===== src/rtl/oc_pkg.sv =====
// Package: shared encodings for the output compare channel.
// Assumes control word layout as documented in the brief.
package oc_pkg;

    typedef enum logic [2:0] {
        OCM_FROZEN   = 3'b000,
        OCM_SET      = 3'b001,
        OCM_CLEAR    = 3'b010,
        OCM_TOGGLE   = 3'b011,
        OCM_FORCE_LO = 3'b100,
        OCM_FORCE_HI = 3'b101,
        OCM_RSVD6    = 3'b110,
        OCM_RSVD7    = 3'b111
    } oc_mode_e;

    typedef struct packed {
        logic     irq_en;
        logic     preload_en;
        logic     out_en;
        logic     pol;
        oc_mode_e mode;
        logic     run;
    } oc_ctrl_t;

    localparam int CTRL_W = $bits(oc_ctrl_t);

    localparam logic [1:0] SEL_CTRL   = 2'd0;
    localparam logic [1:0] SEL_CMP    = 2'd1;
    localparam logic [1:0] SEL_RELOAD = 2'd2;
    localparam logic [1:0] SEL_CLR    = 2'd3;

endpackage


===== src/rtl/oc_counter.sv =====
// Module: up-counter that wraps to zero after reaching a programmable value.
// Assumes reload is stable for the cycle it is sampled; counts only when run=1.
module oc_counter #(
    parameter int W = 16
) (
    input  logic         clk,
    input  logic         rst_n,
    input  logic         run,
    input  logic [W-1:0] reload,
    output logic [W-1:0] cnt,
    output logic         wrap
);
    localparam logic [W-1:0] ONE = W'(1);

    // Wrap strobe: counter sits at the wrap value while running.
    assign wrap = run && (cnt == reload);

    // Counter register: step up, or return to zero after the wrap value.
    always_ff @(posedge clk) begin
        if (!rst_n)
            cnt <= '0;
        else if (run)
            cnt <= wrap ? '0 : cnt + ONE;
    end


    cnt_wrap_chk: assert property (@(posedge clk) disable iff (!rst_n)
        (run && cnt == reload) |=> (cnt == '0));


    cnt_hold_chk: assert property (@(posedge clk) disable iff (!rst_n)
        !run |=> (cnt == $past(cnt)));

endmodule


===== src/rtl/oc_compare.sv =====
// Module: preload and shadow compare registers plus the equality detector.
// Assumes a direct write outranks a wrap transfer when preload is disabled.
module oc_compare #(
    parameter int W = 16
) (
    input  logic         clk,
    input  logic         rst_n,
    input  logic         wr_cmp,
    input  logic [W-1:0] wdata,
    input  logic         preload_en,
    input  logic         wrap,
    input  logic         run,
    input  logic [W-1:0] cnt,
    output logic         match
);
    logic [W-1:0] hold_q;
    logic [W-1:0] shadow_q;

    // Equality against the shadow copy only, while counting.
    assign match = run && (cnt == shadow_q);

    // Holding register: captures every compare write.
    always_ff @(posedge clk) begin
        if (!rst_n)
            hold_q <= '0;
        else if (wr_cmp)
            hold_q <= wdata;
    end

    // Shadow register: direct load without preload, wrap transfer with it.
    always_ff @(posedge clk) begin
        if (!rst_n)
            shadow_q <= '0;
        else if (wr_cmp && !preload_en)
            shadow_q <= wdata;
        else if (preload_en && wrap)
            shadow_q <= hold_q;
    end


    shadow_gate_chk: assert property (@(posedge clk) disable iff (!rst_n)
        (preload_en && !wrap) |=> (shadow_q == $past(shadow_q)));

endmodule


===== src/rtl/oc_ref_gen.sv =====
// Module: reference signal state machine driven by the mode field.
// Assumes match is a single-cycle qualifier; reserved modes hold the level.
module oc_ref_gen
    import oc_pkg::*;
(
    input  logic     clk,
    input  logic     rst_n,
    input  oc_mode_e mode,
    input  logic     match,
    output logic     ref_q
);
    // Reference update: mode decides the effect of a match or a forced level.
    always_ff @(posedge clk) begin
        if (!rst_n)
            ref_q <= 1'b0;
        else begin
            case (mode)
                OCM_SET:      if (match) ref_q <= 1'b1;
                OCM_CLEAR:    if (match) ref_q <= 1'b0;
                OCM_TOGGLE:   if (match) ref_q <= ~ref_q;
                OCM_FORCE_LO: ref_q <= 1'b0;
                OCM_FORCE_HI: ref_q <= 1'b1;
                default:      ref_q <= ref_q;
            endcase
        end
    end


    frozen_hold_chk: assert property (@(posedge clk) disable iff (!rst_n)
        (mode == OCM_FROZEN) |=> (ref_q == $past(ref_q)));


    toggle_flip_chk: assert property (@(posedge clk) disable iff (!rst_n)
        (mode == OCM_TOGGLE && match) |=> (ref_q != $past(ref_q)));


    force_hi_chk: assert property (@(posedge clk) disable iff (!rst_n)
        (mode == OCM_FORCE_HI) |=> ref_q);


    force_lo_chk: assert property (@(posedge clk) disable iff (!rst_n)
        (mode == OCM_FORCE_LO) |=> !ref_q);

endmodule


===== src/rtl/oc_channel_top.sv =====
// Module: output compare channel top; config registers, flag and pin mapping.
// Assumes a simple write strobe port with no read path; all writes land at the next edge.
module oc_channel_top
    import oc_pkg::*;
#(
    parameter int W = 16
) (
    input  logic         clk,
    input  logic         rst_n,
    input  logic         cfg_we,
    input  logic [1:0]   cfg_sel,
    input  logic [W-1:0] cfg_wdata,
    output logic [W-1:0] count,
    output logic         oc_ref,
    output logic         oc_pin,
    output logic         cmp_flag,
    output logic         irq
);
    oc_ctrl_t     ctrl_q;
    logic [W-1:0] reload_q;
    logic         wrap;
    logic         match;
    logic         flag_q;
    logic         clr_hit;
    logic         wr_cmp;

    assign wr_cmp  = cfg_we && (cfg_sel == SEL_CMP);
    assign clr_hit = cfg_we && (cfg_sel == SEL_CLR) && cfg_wdata[0];

    // Control word register.
    always_ff @(posedge clk) begin
        if (!rst_n)
            ctrl_q <= '0;
        else if (cfg_we && cfg_sel == SEL_CTRL)
            ctrl_q <= oc_ctrl_t'(cfg_wdata[CTRL_W-1:0]);
    end

    // Counter wrap value register.
    always_ff @(posedge clk) begin
        if (!rst_n)
            reload_q <= '1;
        else if (cfg_we && cfg_sel == SEL_RELOAD)
            reload_q <= cfg_wdata;
    end

    oc_counter #(.W(W)) u_cnt (
        .clk    (clk),
        .rst_n  (rst_n),
        .run    (ctrl_q.run),
        .reload (reload_q),
        .cnt    (count),
        .wrap   (wrap)
    );

    oc_compare #(.W(W)) u_cmp (
        .clk        (clk),
        .rst_n      (rst_n),
        .wr_cmp     (wr_cmp),
        .wdata      (cfg_wdata),
        .preload_en (ctrl_q.preload_en),
        .wrap       (wrap),
        .run        (ctrl_q.run),
        .cnt        (count),
        .match      (match)
    );

    oc_ref_gen u_ref (
        .clk   (clk),
        .rst_n (rst_n),
        .mode  (ctrl_q.mode),
        .match (match),
        .ref_q (oc_ref)
    );

    // Sticky match flag: a match outranks a clear in the same cycle.
    always_ff @(posedge clk) begin
        if (!rst_n)
            flag_q <= 1'b0;
        else if (match)
            flag_q <= 1'b1;
        else if (clr_hit)
            flag_q <= 1'b0;
    end

    assign cmp_flag = flag_q;
    assign irq      = flag_q & ctrl_q.irq_en;
    assign oc_pin   = ctrl_q.out_en ? (oc_ref ^ ctrl_q.pol) : ctrl_q.pol;


    match_flag_chk: assert property (@(posedge clk) disable iff (!rst_n)
        match |=> cmp_flag);


    flag_sticky_chk: assert property (@(posedge clk) disable iff (!rst_n)
        (cmp_flag && !clr_hit) |=> cmp_flag);


    flag_clear_chk: assert property (@(posedge clk) disable iff (!rst_n)
        (clr_hit && !match) |=> !cmp_flag);

endmodule


===== config.mk =====
export PLATFORM = sky130hd
export DESIGN_NAME = oc_channel_top
export DESIGN_NICKNAME = d
export VERILOG_FILES = /design/src/rtl/oc_pkg.sv /design/src/rtl/oc_counter.sv /design/src/rtl/oc_compare.sv /design/src/rtl/oc_ref_gen.sv /design/src/rtl/oc_channel_top.sv
export SDC_FILE = /design/constraint.sdc
export NUM_CORES = 1
export LEC_CHECK = 0
export BUFFER_PORTS_ARGS = -buffer_cell sky130_fd_sc_hd__buf_2
export CORE_AREA = 2 2 118 120
export DETAILED_ROUTE_END_ITERATION = 10
export DIE_AREA = 0 0 120 122
export SLEW_MARGIN = 5
export SYNTH_ARGS = -nofsm -noshare
export SYNTH_HDL_FRONTEND = slang
export SYNTH_HIERARCHICAL = 1
export SYNTH_SLANG_ARGS = --single-unit

===== constraint.sdc =====
create_clock -name clk -period 5.2 [get_ports clk]
set_input_delay 0.78 -clock clk [delete_from_list [all_inputs] [get_ports clk]]
set_output_delay 0.78 -clock clk [all_outputs]
set_load 0.03 [all_outputs]

Yosys cells after proc, flatten, opt, wreduce, memory -nomap -nowiden:

Index checks and enable logic that the tools add are counted.
Widths: inputs -> output; s select.

* register bits after elaboration: 74
* bits of input ports: 21
* output and inout bits: 20
* logic and storage cells: 54

* add/subtract/negate cells: 1
* eq/ne operators: 13
* multiplexer cells: 10
* bitwise gates (word level): 3
* reductions and logical operators: 15

Operators with widths (count)
* $mux 16: 3
* $eq 16x16->1: 2
* $add 16x1->16 const B: 1
* $logic_and 1x1->1: 9
* $eq 3x2->1 const B: 2
* $eq 3x3->1 const B: 2
* $mux 1: 6
* $ne 2x2->1 const B: 3
* $pmux 1 s5: 1
* $reduce_bool 5->1: 1
* $eq 2x2->1 const B: 2
* $reduce_and 4->1: 1
* $reduce_bool 2->1: 2
* $eq 3x1->1 const B: 1
* $eq 2x1->1 const B: 1
* $logic_not 2->1: 1
* $and 1x1->1: 1
* $logic_not 1->1: 1
* $not 1->1: 1
* $xor 1x1->1: 1

Depth between registers and ports, before layout:

Gate-level depths: netlist of the first run.

* depth after elaboration: 5
* gate-level depth with buffers: 11
* depth with buffers taken out: 7

Modules after synthesis:

Netlist of the first run, hierarchy kept.

By module, submodules not included
* oc_compare: instances 1, cells each 146, area each 1572.8 um2, sequential area each 640.6 um2
* oc_channel_top: instances 1, cells each 120, area each 1176.1 um2, sequential area each 500.5 um2
* oc_counter: instances 1, cells each 116, area each 1124.8 um2, sequential area each 320.3 um2
* oc_ref_gen: instances 1, cells each 8, area each 67.6 um2, sequential area each 20.0 um2

Worst setup path after synthesis of the first run:

OpenSTA, ideal clock, no wires.

* path type: input -> register
* start point: input port cfg_sel[0]
* end point: register u_cmp.shadow_q[10]
* setup time: 116 ps
* arrival: 2141 ps
* required time: 5084 ps
* setup slack: 2943 ps
* stages on the path: 11
* buffers on the path: 5
* cells stage by stage: buf_6 > clkbuf_1 > nand2_1 > nor2_1 > buf_6 > nor2b_4 > buf_6 > buf_8 > mux2i_1 > nand2_1 > o211a_1

* cells in the longest elaborated chain, start to end: 4
* elaborated cells between the ends (all ways): 5
* those cells by class: eq/ne (1); mux (1); reduce/logical (3)

Ends and longest elaborated chain
* start, declared: line oc_channel_top.sv:11 `input logic [1:0] cfg_sel,`
* $eq 2x1->1 (*): line oc_channel_top.sv:27 `assign wr_cmp = cfg_we && (cfg_sel == SEL_CMP);`
* $logic_and 1x1->1 (*): line oc_channel_top.sv:27
* net wr_cmp: line oc_channel_top.sv:25 `logic wr_cmp;`
* $logic_and 1x1->1 (*): line oc_compare.sv:34 `else if (wr_cmp && !preload_en)`
* $mux 16 / $reduce_bool 2->1 (equally long branches)
* end signal, assigned: line oc_compare.sv:35 `shadow_q <= wdata;`
* end signal, assigned: line oc_compare.sv:37 `shadow_q <= hold_q;`
* end, declared: line oc_compare.sv:17 `logic [W-1:0] shadow_q;`

The timed path passes the listed nets; every way through them passes the cells marked *.
A chain may end at the register's enable or synchronous reset.

Worst setup path in the final report of the first run:

* start point: input port cfg_we
* end point: register u_cmp.shadow_q[12]

* cells in the longest elaborated chain, start to end: 3
* elaborated cells between the ends (all ways): 4
* those cells by class: mux (1); reduce/logical (3)

Ends and longest elaborated chain
* start, declared: line oc_channel_top.sv:10 `input logic cfg_we,`
* $logic_and 1x1->1 (*): line oc_channel_top.sv:27
* net wr_cmp: line oc_channel_top.sv:25
* $logic_and 1x1->1 (*): line oc_compare.sv:34
* $mux 16 / $reduce_bool 2->1 (equally long branches)

Marked as above.

==> results of run 1 <==
==> placed cells by master, fill, tap and decap left out, types with 2 or more instances in the layout <==
master     count
dfxtp_1       74
nand2_1       42
xnor2_1       40
mux2i_1       40
buf_2         40
inv_1         22
nand4b_1      16
nor2b_1       16
o211a_1       16
nand4_1       13
o211ai_2      10
clkbuf_16      9
xor2_1         8
a211oi_1       8
o211ai_1       7
a211oi_2       7
nand3_1        6
nor4_2         6
nor4_1         3
nor3_1         3
nor2_2         2
o21ai_1        2
clkinv_2       2
buf_4          2
nand4_4        2
==> logic make-up (layout without fill, tap and decap cells) <==
logic type	count (synthesis)	in the layout	share of synthesized area, %
mux	40	40	10.2
flops	74	74	37.6
xor+xnor	48	48	10.7
fa+ha+maj	1	1	0.317
buf+inv	52	80	7.97
simple gates	119	119	19.3
compound gates	56	56	14.0
==> cell type report <==
cell class                 instances  area, sq um  share of cell area (%)
tap                              180          225                    5.05
inverter                          22         82.6                    1.85
timing repair buffer              42          215                    4.83
clock buffer                      10          239                    5.36
multi-input combinational        264         2150                    48.2
sequential                        74         1480                    33.2
clock inverter                     6         65.1                    1.46
==> cells in the mapped netlist, types with 3 or more instances <==
master / count / share of area [%]
dfxtp_1: 74 / 38
nand2_1: 42 / 4.0
mux2i_1: 40 / 10
xnor2_1: 40 / 8.9
inv_1: 22 / 2.1
nand4b_1: 16 / 3.6
nor2b_1: 16 / 2.5
o211a_1: 16 / 4.1
nand4_1: 13 / 2.1
buf_6: 12 / 3.4
buf_2: 10 / 1.3
o211ai_2: 10 / 3.2
a211oi_1: 8 / 1.5
xor2_1: 8 / 1.8
a211oi_2: 7 / 2.2
o211ai_1: 7 / 1.3
nand3_1: 6 / 0.76
nor4_2: 6 / 1.9
clkbuf_1: 5 / 0.48
nor3_1: 3 / 0.38
nor4_1: 3 / 0.48
==> path summary, 6_finish.rpt <==
kind                     start                 end  depth (start not counted)  slack [ns]
setup reg to reg  u_cnt/cnt[7]         u_ref/ref_q                          6        2.76
setup / recovery        cfg_we  u_cmp/shadow_q[12]                          8        2.70
hold / removal       ctrl_q[7]           ctrl_q[7]                          2        0.45
hold reg to reg      ctrl_q[7]           ctrl_q[7]                          2        0.45
==> registers in the layout, indices dropped and copies added, names as in the netlist <==
register,cells
cmp_flag,1
ctrl_q,8
reload_q,16
u_cmp/hold_q,16
u_cmp/shadow_q,16
u_cnt/cnt,16
u_ref/ref_q,1
==> worst max-delay path, cell delays in order <==
cell     delay (ns)
buf_2          0.26
nand2_1        0.11
nor2_2         0.08
buf_4          0.28
nor2b_4        0.59
a21o_4         0.34
nand2_1        0.11
o211a_1        0.14
==> power breakdown <==
group / total (uW) / internal (uW) / switching (uW) / leakage (uW)
Combinational: 108 / 46.8 / 60.9 / 0.00102
Clock: 625 / 385 / 240 / 0.000149
Sequential: 605 / 587 / 18.0 / 0.000602
Total: 1340 / 1020 / 319 / 0.00178
==> metrics by stage <==
stage / setup WS (ns) / std cells / hold WS [ns]
floorplan: 2.94 / 390 / 0.430
global placement: 2.45 / 582 / 0.438
detailed placement: 2.39 / 582 / 0.444
CTS: 2.68 / 598 / 0.455
global route: 2.52 / 598 / 0.473
finish: 2.70 / 598 / 0.453
==> layer usage <==
layer	global-route usage, %	share of wire [%]	vias up
met5	0	0	-
met4	5.15	1.4	0
met3	2.25	4.1	13
met2	22.4	48	53
met1	17.0	46	1358
li1	-	-	1431
==> impl_summary.txt, run 1 <==
----------------------------------------------------
[Setup path]
  CP endpoint kind ... flop
  Required time of the worst setup path ... 5.42 ns
  Critical path launch point type ... primary input
  Class of the most critical setup path ... primary input to flop
  Worst EP arrival ... 2.72 ns
  Critical path peak fanout ... 32

[Routing]
  DR WL/cell ... 16.1 um
  Iteration-0 DRC count of the detailed router ... 232
  First-pass iteration count of the detailed router ... 4
  Via density per instance ... 4.77
  Total number of vias ... 2855
  Post-route DRC ... 0
  Number of nets with antenna violations after detailed routing ... 0
  Total wire length ... 9.62 mm

[Clocking]
  Clock transition time at the flip-flop clock pins of the worst setup and hold paths ... 0.06 ns
  Clock sinks ... 74
  CTS max path bufs ... 2
  Clock Tree Root ... clkbuf_16
  Hold-fix buffers, CTS ... 0
  Number of buffers inserted during clock tree synthesis ... 9
  Clock tree from TritonCTS ... yes
  Number of gates given a new drive strength after cts ... 0
  H-tree Lvls ... 3
  # Post-CTS Setup Buffers ... 0
  Clock insertion delay at the later pin of the skew report ... 0.33 ns

[Power and ir drop]
  VDD IR max ... 0.151 mV
  Power density relative to cell area ... 300 nW/um^2
  Static leakage power ... 0.00178 uW
  Overall power ... 1340 uW

[Timing]
  Number of hold violations in the final report ... 0
  Peak Freq ... 400 MHz
  Setup skew after layout ... 0.00729 ns
  Share of the cycle needed by the critical path after routing ... 48.1%
  Final critical path time including I/O delays and setup ... 2.50 ns
  Final setup viols ... 0
  Worst slew margin ... 39.8%
  Max-slew violation count ... 0
  RSZ-0062 raised after global routing ... false
  Total negative slack for setup checks ... 0 ns
  Slew of the pin with the lowest slew margin ... 0.895 ns

[Logic synthesis]
  Number of enable-type register cells in the synthesized netlist ... 0
  Number of instances in the synthesized netlist ... 390
  Fraction of registers with async set or reset after synthesis ... 0%
  Mean instance size in the synthesized netlist ... 10.1 sq um
  Seq cells post-synth ... 74
  Unique cell type count in the Yosys netlist ... 44
  Count of synthesis-stage warnings from yosys ... 6
  Post-Syn Nets ... 412
  Area of the mapped netlist ... 3940 sq um
  Main synth FF type ... dfxtp_1
  Sequential share of the synthesized area ... 37.6%

[Floorplan]
  Die Area ... 14600 sq um
  Floorplan Core Area ... 13500 sq um
  Floorplan die width ... 120 um
  Starting density of the core ... 29.2%
  Standard-cell rows ... 43
  Die Height ... 122 um
  I/O pin count ... 41

[Global routing]
  Wire length of the first global-routing pass ... 14.9 mm
  Total overflow reported by the global router ... 0
  Global router's overall resource usage ... 13.3%
  Antenna violations before repair ... 0
  Vias in the first global route ... 2800
  Largest net degree at the start of global routing ... 39

[Layout]
  Non-Filler Cell Area, Final ... 4460 sq um
  Area Overhead vs Synth ... 13.1%
  Post-layout net count ... 435
  Core occupancy in the finished layout ... 33.0%
  Total of fill cells in the finished design ... 1400
  Share of final-layout standard cells stronger than drive strength 1 ... 21.5%
  Antenna diode count ... 0

[Outcome]
  Status ... completed

[Job]
  Maximum capacitance violations ... 0

[Place]
  Post-DP Area ... 4150 sq um
  Gp weighted congestion ... 0.832
  I/O Buffers ... 40
  Post-DP HPWL ... 7.09 mm

[Worst hold path]
  Worst min-delay path category ... flop to flop

----------------------------------------------------
Power figures use the tool's default switching activity.
==> inputs of run 2 (changes only) <==
clock period = 2.19 ns   (was 5.2 ns; I/O delays follow)
==> impl_summary.txt, run 2 (synthesis results as in run 1) <==
----------------------------------------------------
[Floorplan]
  Die Height ... 122 um
  Floorplan Core Area ... 13500 sq um
  Starting density of the core ... 29.2%
  Standard-cell rows ... 43
  Die Area ... 14600 sq um
  I/O pin count ... 41
  Floorplan die width ... 120 um

[Setup path]
  Delay of the slowest cell on the worst path ... 0.38 ns
  Class of the most critical setup path ... flop to flop
  CP endpoint kind ... flop
  Worst r2r src ... u_cnt/cnt[8]
  Terminus of the critical flop-to-flop path ... u_cmp/shadow_q[11]
  List of cells traversed by the critical path ... xnor2_1, nand4_1, nor4_1, and3_1, a21o_4, nand2_1, o211a_1
  Required time of the worst setup path ... 2.42 ns
  Reg-to-reg setup timing slack ... 0.18 ns
  Worst EP arrival ... 2.24 ns
  Critical path peak fanout ... 32
  Count of cells along the worst register-to-register path ... 7
  CP max stage cell ... dfxtp_1
  Critical path launch point type ... flop
  Termination of the worst setup path ... u_cmp/shadow_q[11]
  Startpoint of the worst setup timing path ... u_cnt/cnt[8]

[Timing]
  Total negative slack for setup checks ... 0 ns
  Max-slew violation count ... 0
  Peak Freq ... 498 MHz
  Final setup viols ... 0
  Setup skew after layout ... 0.00670 ns
  Slew of the pin with the lowest slew margin ... 0.601 ns
  Worst slew margin ... 59.9%
  Number of hold violations in the final report ... 0
  Final critical path time including I/O delays and setup ... 2.01 ns
  Share of the cycle needed by the critical path after routing ... 91.7%
  RSZ-0062 raised after global routing ... false

[Place]
  I/O Buffers ... 40
  Gp weighted congestion ... 0.828
  Post-DP HPWL ... 7.46 mm

[Routing]
  Via density per instance ... 4.85
  First-pass iteration count of the detailed router ... 4
  Total wire length ... 10.0 mm
  Post-route DRC ... 0
  Number of nets with antenna violations after detailed routing ... 0
  Iteration-0 DRC count of the detailed router ... 247
  DR WL/cell ... 16.1 um
  Total number of vias ... 3024

[Job]
  Maximum capacitance violations ... 0

[Layout]
  Total of fill cells in the finished design ... 1388
  Share of final-layout standard cells stronger than drive strength 1 ... 25.7%
  Leading cell types in the layout, fill and taps excluded ... 74 x dfxtp_1, 42 x nand2_1, 40 x xnor2_1, 40 x mux2i_1, 40 x buf_2
  Antenna diode count ... 0
  Area Overhead vs Synth ... 18.2%
  Core occupancy in the finished layout ... 34.5%
  Most common cell after layout, fill and taps aside ... dfxtp_1
  Post-layout net count ... 460

[Power and ir drop]
  Overall power ... 3210 uW
  Flop pwr share ... 44.6%
  Static leakage power ... 0.00191 uW
  VDD IR max ... 0.408 mV
  Combinational cell fraction of total power ... 8.5%
  Cell Int Power ... 2460 uW
  Power density relative to cell area ... 689 nW/um^2
  Switching Fraction ... 23.5%
  Part of the power in the clock network ... 46.9%
  Switching pwr ... 754 uW

[Clocking]
  Number of gates given a new drive strength after cts ... 0
  Clock insertion delay at the later pin of the skew report ... 0.34 ns
  Clock tree from TritonCTS ... yes
  H-tree Lvls ... 3
  Number of buffers inserted during clock tree synthesis ... 9
  Clock transition time at the flip-flop clock pins of the worst setup and hold paths ... 0.06 ns
  Hold-fix buffers, CTS ... 0
  CTS max path bufs ... 2
  Clock Tree Root ... clkbuf_16
  Clock sinks ... 74
  # Post-CTS Setup Buffers ... 0

[Global routing]
  Vias in the first global route ... 3006
  Wire length of the first global-routing pass ... 15.9 mm
  Largest net degree at the start of global routing ... 54
  Antenna violations before repair ... 0
  Global router's overall resource usage ... 14.0%
  Total overflow reported by the global router ... 0

[Worst hold path]
  Cells on Worst Hold Path ... 3
  Worst min-delay path category ... primary input to flop

[Outcome]
  Status ... completed

----------------------------------------------------
## run 2: cell count changes in the layout (fill, tap and decap cells not counted), sizes merged
cell	change
clkbuf	+2
clkinv	-2
inv	-1
clkinvlp	+1
buf	+25
## run 2: area by class of cell
class / count / area [sq um] / area share, %
multi-input combinational: 264 / 2150 / 46.1
clock buffer: 12 / 256 / 5.50
tap: 180 / 225 / 4.83
sequential: 74 / 1480 / 31.8
clock inverter: 4 / 50.0 / 1.07
inverter: 22 / 82.6 / 1.77
timing repair buffer: 67 / 415 / 8.92
## run 2: worst max-delay path: cells and delay by family (launching register included)
kind | cells | cell delay (ns)
AOI/OAI and AO/OA | 2 | 0.46
xor gates and xnor gates | 1 | 0.33
DFF | 1 | 0.38
and+or+nand+nor | 4 | 0.73
## run 2: metrics by stage
step	worst slack, ns	instances	cell area, sq um	hold WS (ns)
detailed placement	0.262	607	4350	0.446
CTS	0.241	623	4660	0.275
global route	0.0200	623	4660	0.277
floorplan	0.188	390	3940	0.430
global placement	0.251	607	4350	0.440
finish	0.181	623	4660	0.276
## run 2: power by group through the flow
stage	sequential [uW]	clock (uW)	combinational [uW]
final	1430	1510	274
after global routing	1440	1590	301
after CTS	1430	1530	276
after detailed placement	1460	0	274
after global placement	1460	0	271
after floorplan	1450	0	206
## run 2: how the worst min path moves through the flow
| stage | start | end | slack [ns] |
|---|---|---|---|
| 6_report | cfg_wdata[2] | ctrl_q[2] | 0.28 |
| 5_1_grt | cfg_wdata[3] | ctrl_q[3] | 0.28 |
| 4_1_cts | cfg_wdata[3] | ctrl_q[3] | 0.27 |
| 3_5_place_dp | ctrl_q[7] | ctrl_q[7] | 0.45 |
| 3_3_place_gp | ctrl_q[7] | ctrl_q[7] | 0.44 |
| 2_1_floorplan | ctrl_q[7] | ctrl_q[7] | 0.43 |
## run 2: layer usage
layer | vias up | part of all wire [%] | GRT usage (%)
met3 | 10 | 4.9 | 3.70
met5 | - | 0 | 0
met1 | 1474 | 47 | 18.3
li1 | 1470 | - | -
met2 | 70 | 47 | 22.2
met4 | 0 | 1.6 | 5.22
==> inputs of run 3 (changes only) <==
CAP_MARGIN = 20   (was unset)
CORE_AREA = 4 4 120 122   (was 2 2 118 120)
DIE_AREA = 0 0 124 126   (was 0 0 120 122)
==> impl_summary.txt, run 3 (synthesis results as in run 1) <==
----------------------------------------------------
[Outcome]
  Status ... completed

[Routing]
  Total number of vias ... 2989
  First-pass iteration count of the detailed router ... 6
  Via density per instance ... 4.83
  Post-route DRC ... 0
  DR WL/cell ... 16.3 um
  Total wire length ... 10.1 mm
  Iteration-0 DRC count of the detailed router ... 150
  Number of nets with antenna violations after detailed routing ... 0

[Power and ir drop]
  Cell Int Power ... 2390 uW
  VDD IR max ... 0.356 mV
  Switching pwr ... 780 uW
  Combinational cell fraction of total power ... 8.7%
  Switching Fraction ... 24.6%
  Part of the power in the clock network ... 46.2%
  Static leakage power ... 0.00191 uW
  Power density relative to cell area ... 684 nW/um^2
  Flop pwr share ... 45.1%

[Clocking]
  Clock Tree Root ... clkbuf_16
  Hold-fix buffers, CTS ... 0
  CTS max path bufs ... 2
  Clock sinks ... 74
  Number of buffers inserted during clock tree synthesis ... 9
  H-tree Lvls ... 3
  Clock transition time at the flip-flop clock pins of the worst setup and hold paths ... 0.06 ns
  # Post-CTS Setup Buffers ... 0
  Clock tree from TritonCTS ... yes
  Clock insertion delay at the later pin of the skew report ... 0.34 ns
  Number of gates given a new drive strength after cts ... 0

[Place]
  Post-DP HPWL ... 7.39 mm
  Post-DP Area ... 4340 sq um
  Gp weighted congestion ... 0.875
  Worst setup slack after placement ... 0.216 ns
  I/O Buffers ... 40

[Setup path]
  Reg-to-reg setup timing slack ... 0.26 ns
  Class of the most critical setup path ... flop to flop
  Critical path launch point type ... flop
  Worst EP arrival ... 2.19 ns
  Critical path peak fanout ... 5
  Required time of the worst setup path ... 2.44 ns
  CP endpoint kind ... flop

[Floorplan]
  Starting density of the core ... 29.9%
  Die Height ... 126 um
  Floorplan die width ... 124 um
  Floorplan Core Area ... 13200 sq um
  Die Area ... 15600 sq um
  Standard-cell rows ... 42
  I/O pin count ... 41

[Global routing]
  Met1 demand-to-capacity share in global routing ... 17.7%
  Met3 routing resource usage after global routing ... 2.42%
  Grt peak-use layer ... met2
  Vias in the first global route ... 2991
  Wire length of the first global-routing pass ... 16.3 mm
  Largest net degree at the start of global routing ... 51
  Antenna violations before repair ... 0
  Total overflow reported by the global router ... 0
  Global router's overall resource usage ... 13.5%
  Grt met2 use ... 21.3%

[Layout]
  Post-layout net count ... 461
  Share of final-layout standard cells stronger than drive strength 1 ... 26.0%
  Antenna diode count ... 0
  Total of fill cells in the finished design ... 1323
  Area Overhead vs Synth ... 17.7%
  Non-Filler Cell Area, Final ... 4640 sq um
  Most common cell after layout, fill and taps aside ... dfxtp_1
  Leading cell types in the layout, fill and taps excluded ... 74 x dfxtp_1, 42 x nand2_1, 40 x xnor2_1, 40 x mux2i_1, 40 x buf_2

[Timing]
  Worst slew margin ... 60.0%
  Number of hold violations in the final report ... 0
  Peak Freq ... 518 MHz
  RSZ-0062 raised after global routing ... false
  Worst hold margin ... 0.274 ns
  Share of the cycle needed by the critical path after routing ... 88.2%
  Final critical path time including I/O delays and setup ... 1.93 ns
  Max-slew violation count ... 0
  Slew of the pin with the lowest slew margin ... 0.600 ns
  Setup skew after layout ... 0.00856 ns
  Total negative slack for setup checks ... 0 ns
  Final worst slack ... 0.259 ns
  Final setup viols ... 0

[Worst hold path]
  Worst min-delay path category ... primary input to flop

[Job]
  Maximum capacitance violations ... 0

----------------------------------------------------
[run 3: worst max-delay path: stages, from the launching register on]
cell and delay (ns):
dfxtp_1 0.48, xor2_1 0.10, nor4_1 0.29, nand4_1 0.15, nor4_1 0.29, buf_4 0.18
o21ai_0 0.09, a221oi_2 0.26
[run 3: area by class of cell]
| class | count | area, sq um | share of cell area, % |
|---|---|---|---|
| well taps | 176 | 220 | 4.75 |
| inverters | 22 | 82.6 | 1.78 |
| flip-flops and latches | 74 | 1480 | 31.9 |
| repair buffers | 68 | 410 | 8.85 |
| multi-input cells | 264 | 2150 | 46.3 |
| clock inverters | 6 | 68.8 | 1.48 |
| clock buffers | 9 | 225 | 4.86 |
[run 3: stage by stage]
step / total power (uW) / util, % / cells
5_1_grt: 3290 / 35.2 / 619
2_1_floorplan: 1660 / - / 390
3_3_place_gp: 1730 / 32.9 / 604
6_report: 3170 / 35.2 / 619
3_5_place_dp: 1740 / 32.9 / 604
4_1_cts: 3220 / 35.2 / 619
[run 3: routing by layer]
metal / vias up / share of wire [%]
met4: 0 / 2.7
met5: - / 0
met1: 1438 / 44
li1: 1483 / -
met2: 50 / 50
met3: 18 / 3.3
[run 3: worst paths after layout]
path                                   start  depth (start not counted)          end
worst max register to register  u_cnt/cnt[8]                          7  u_ref/ref_q
worst min register to register     ctrl_q[7]                          2    ctrl_q[7]
worst min-delay path            cfg_wdata[2]                          3    ctrl_q[2]
worst max-delay path            u_cnt/cnt[8]                          7  u_ref/ref_q
[run 3: power groups by stage]
stage | registers, uW | logic (uW) | clock network, uW
detailed placement | 1460 | 277 | 0
finish | 1430 | 277 | 1470
global placement | 1460 | 272 | 0
global route | 1430 | 306 | 1550
CTS | 1430 | 279 | 1510
floorplan | 1450 | 206 | 0
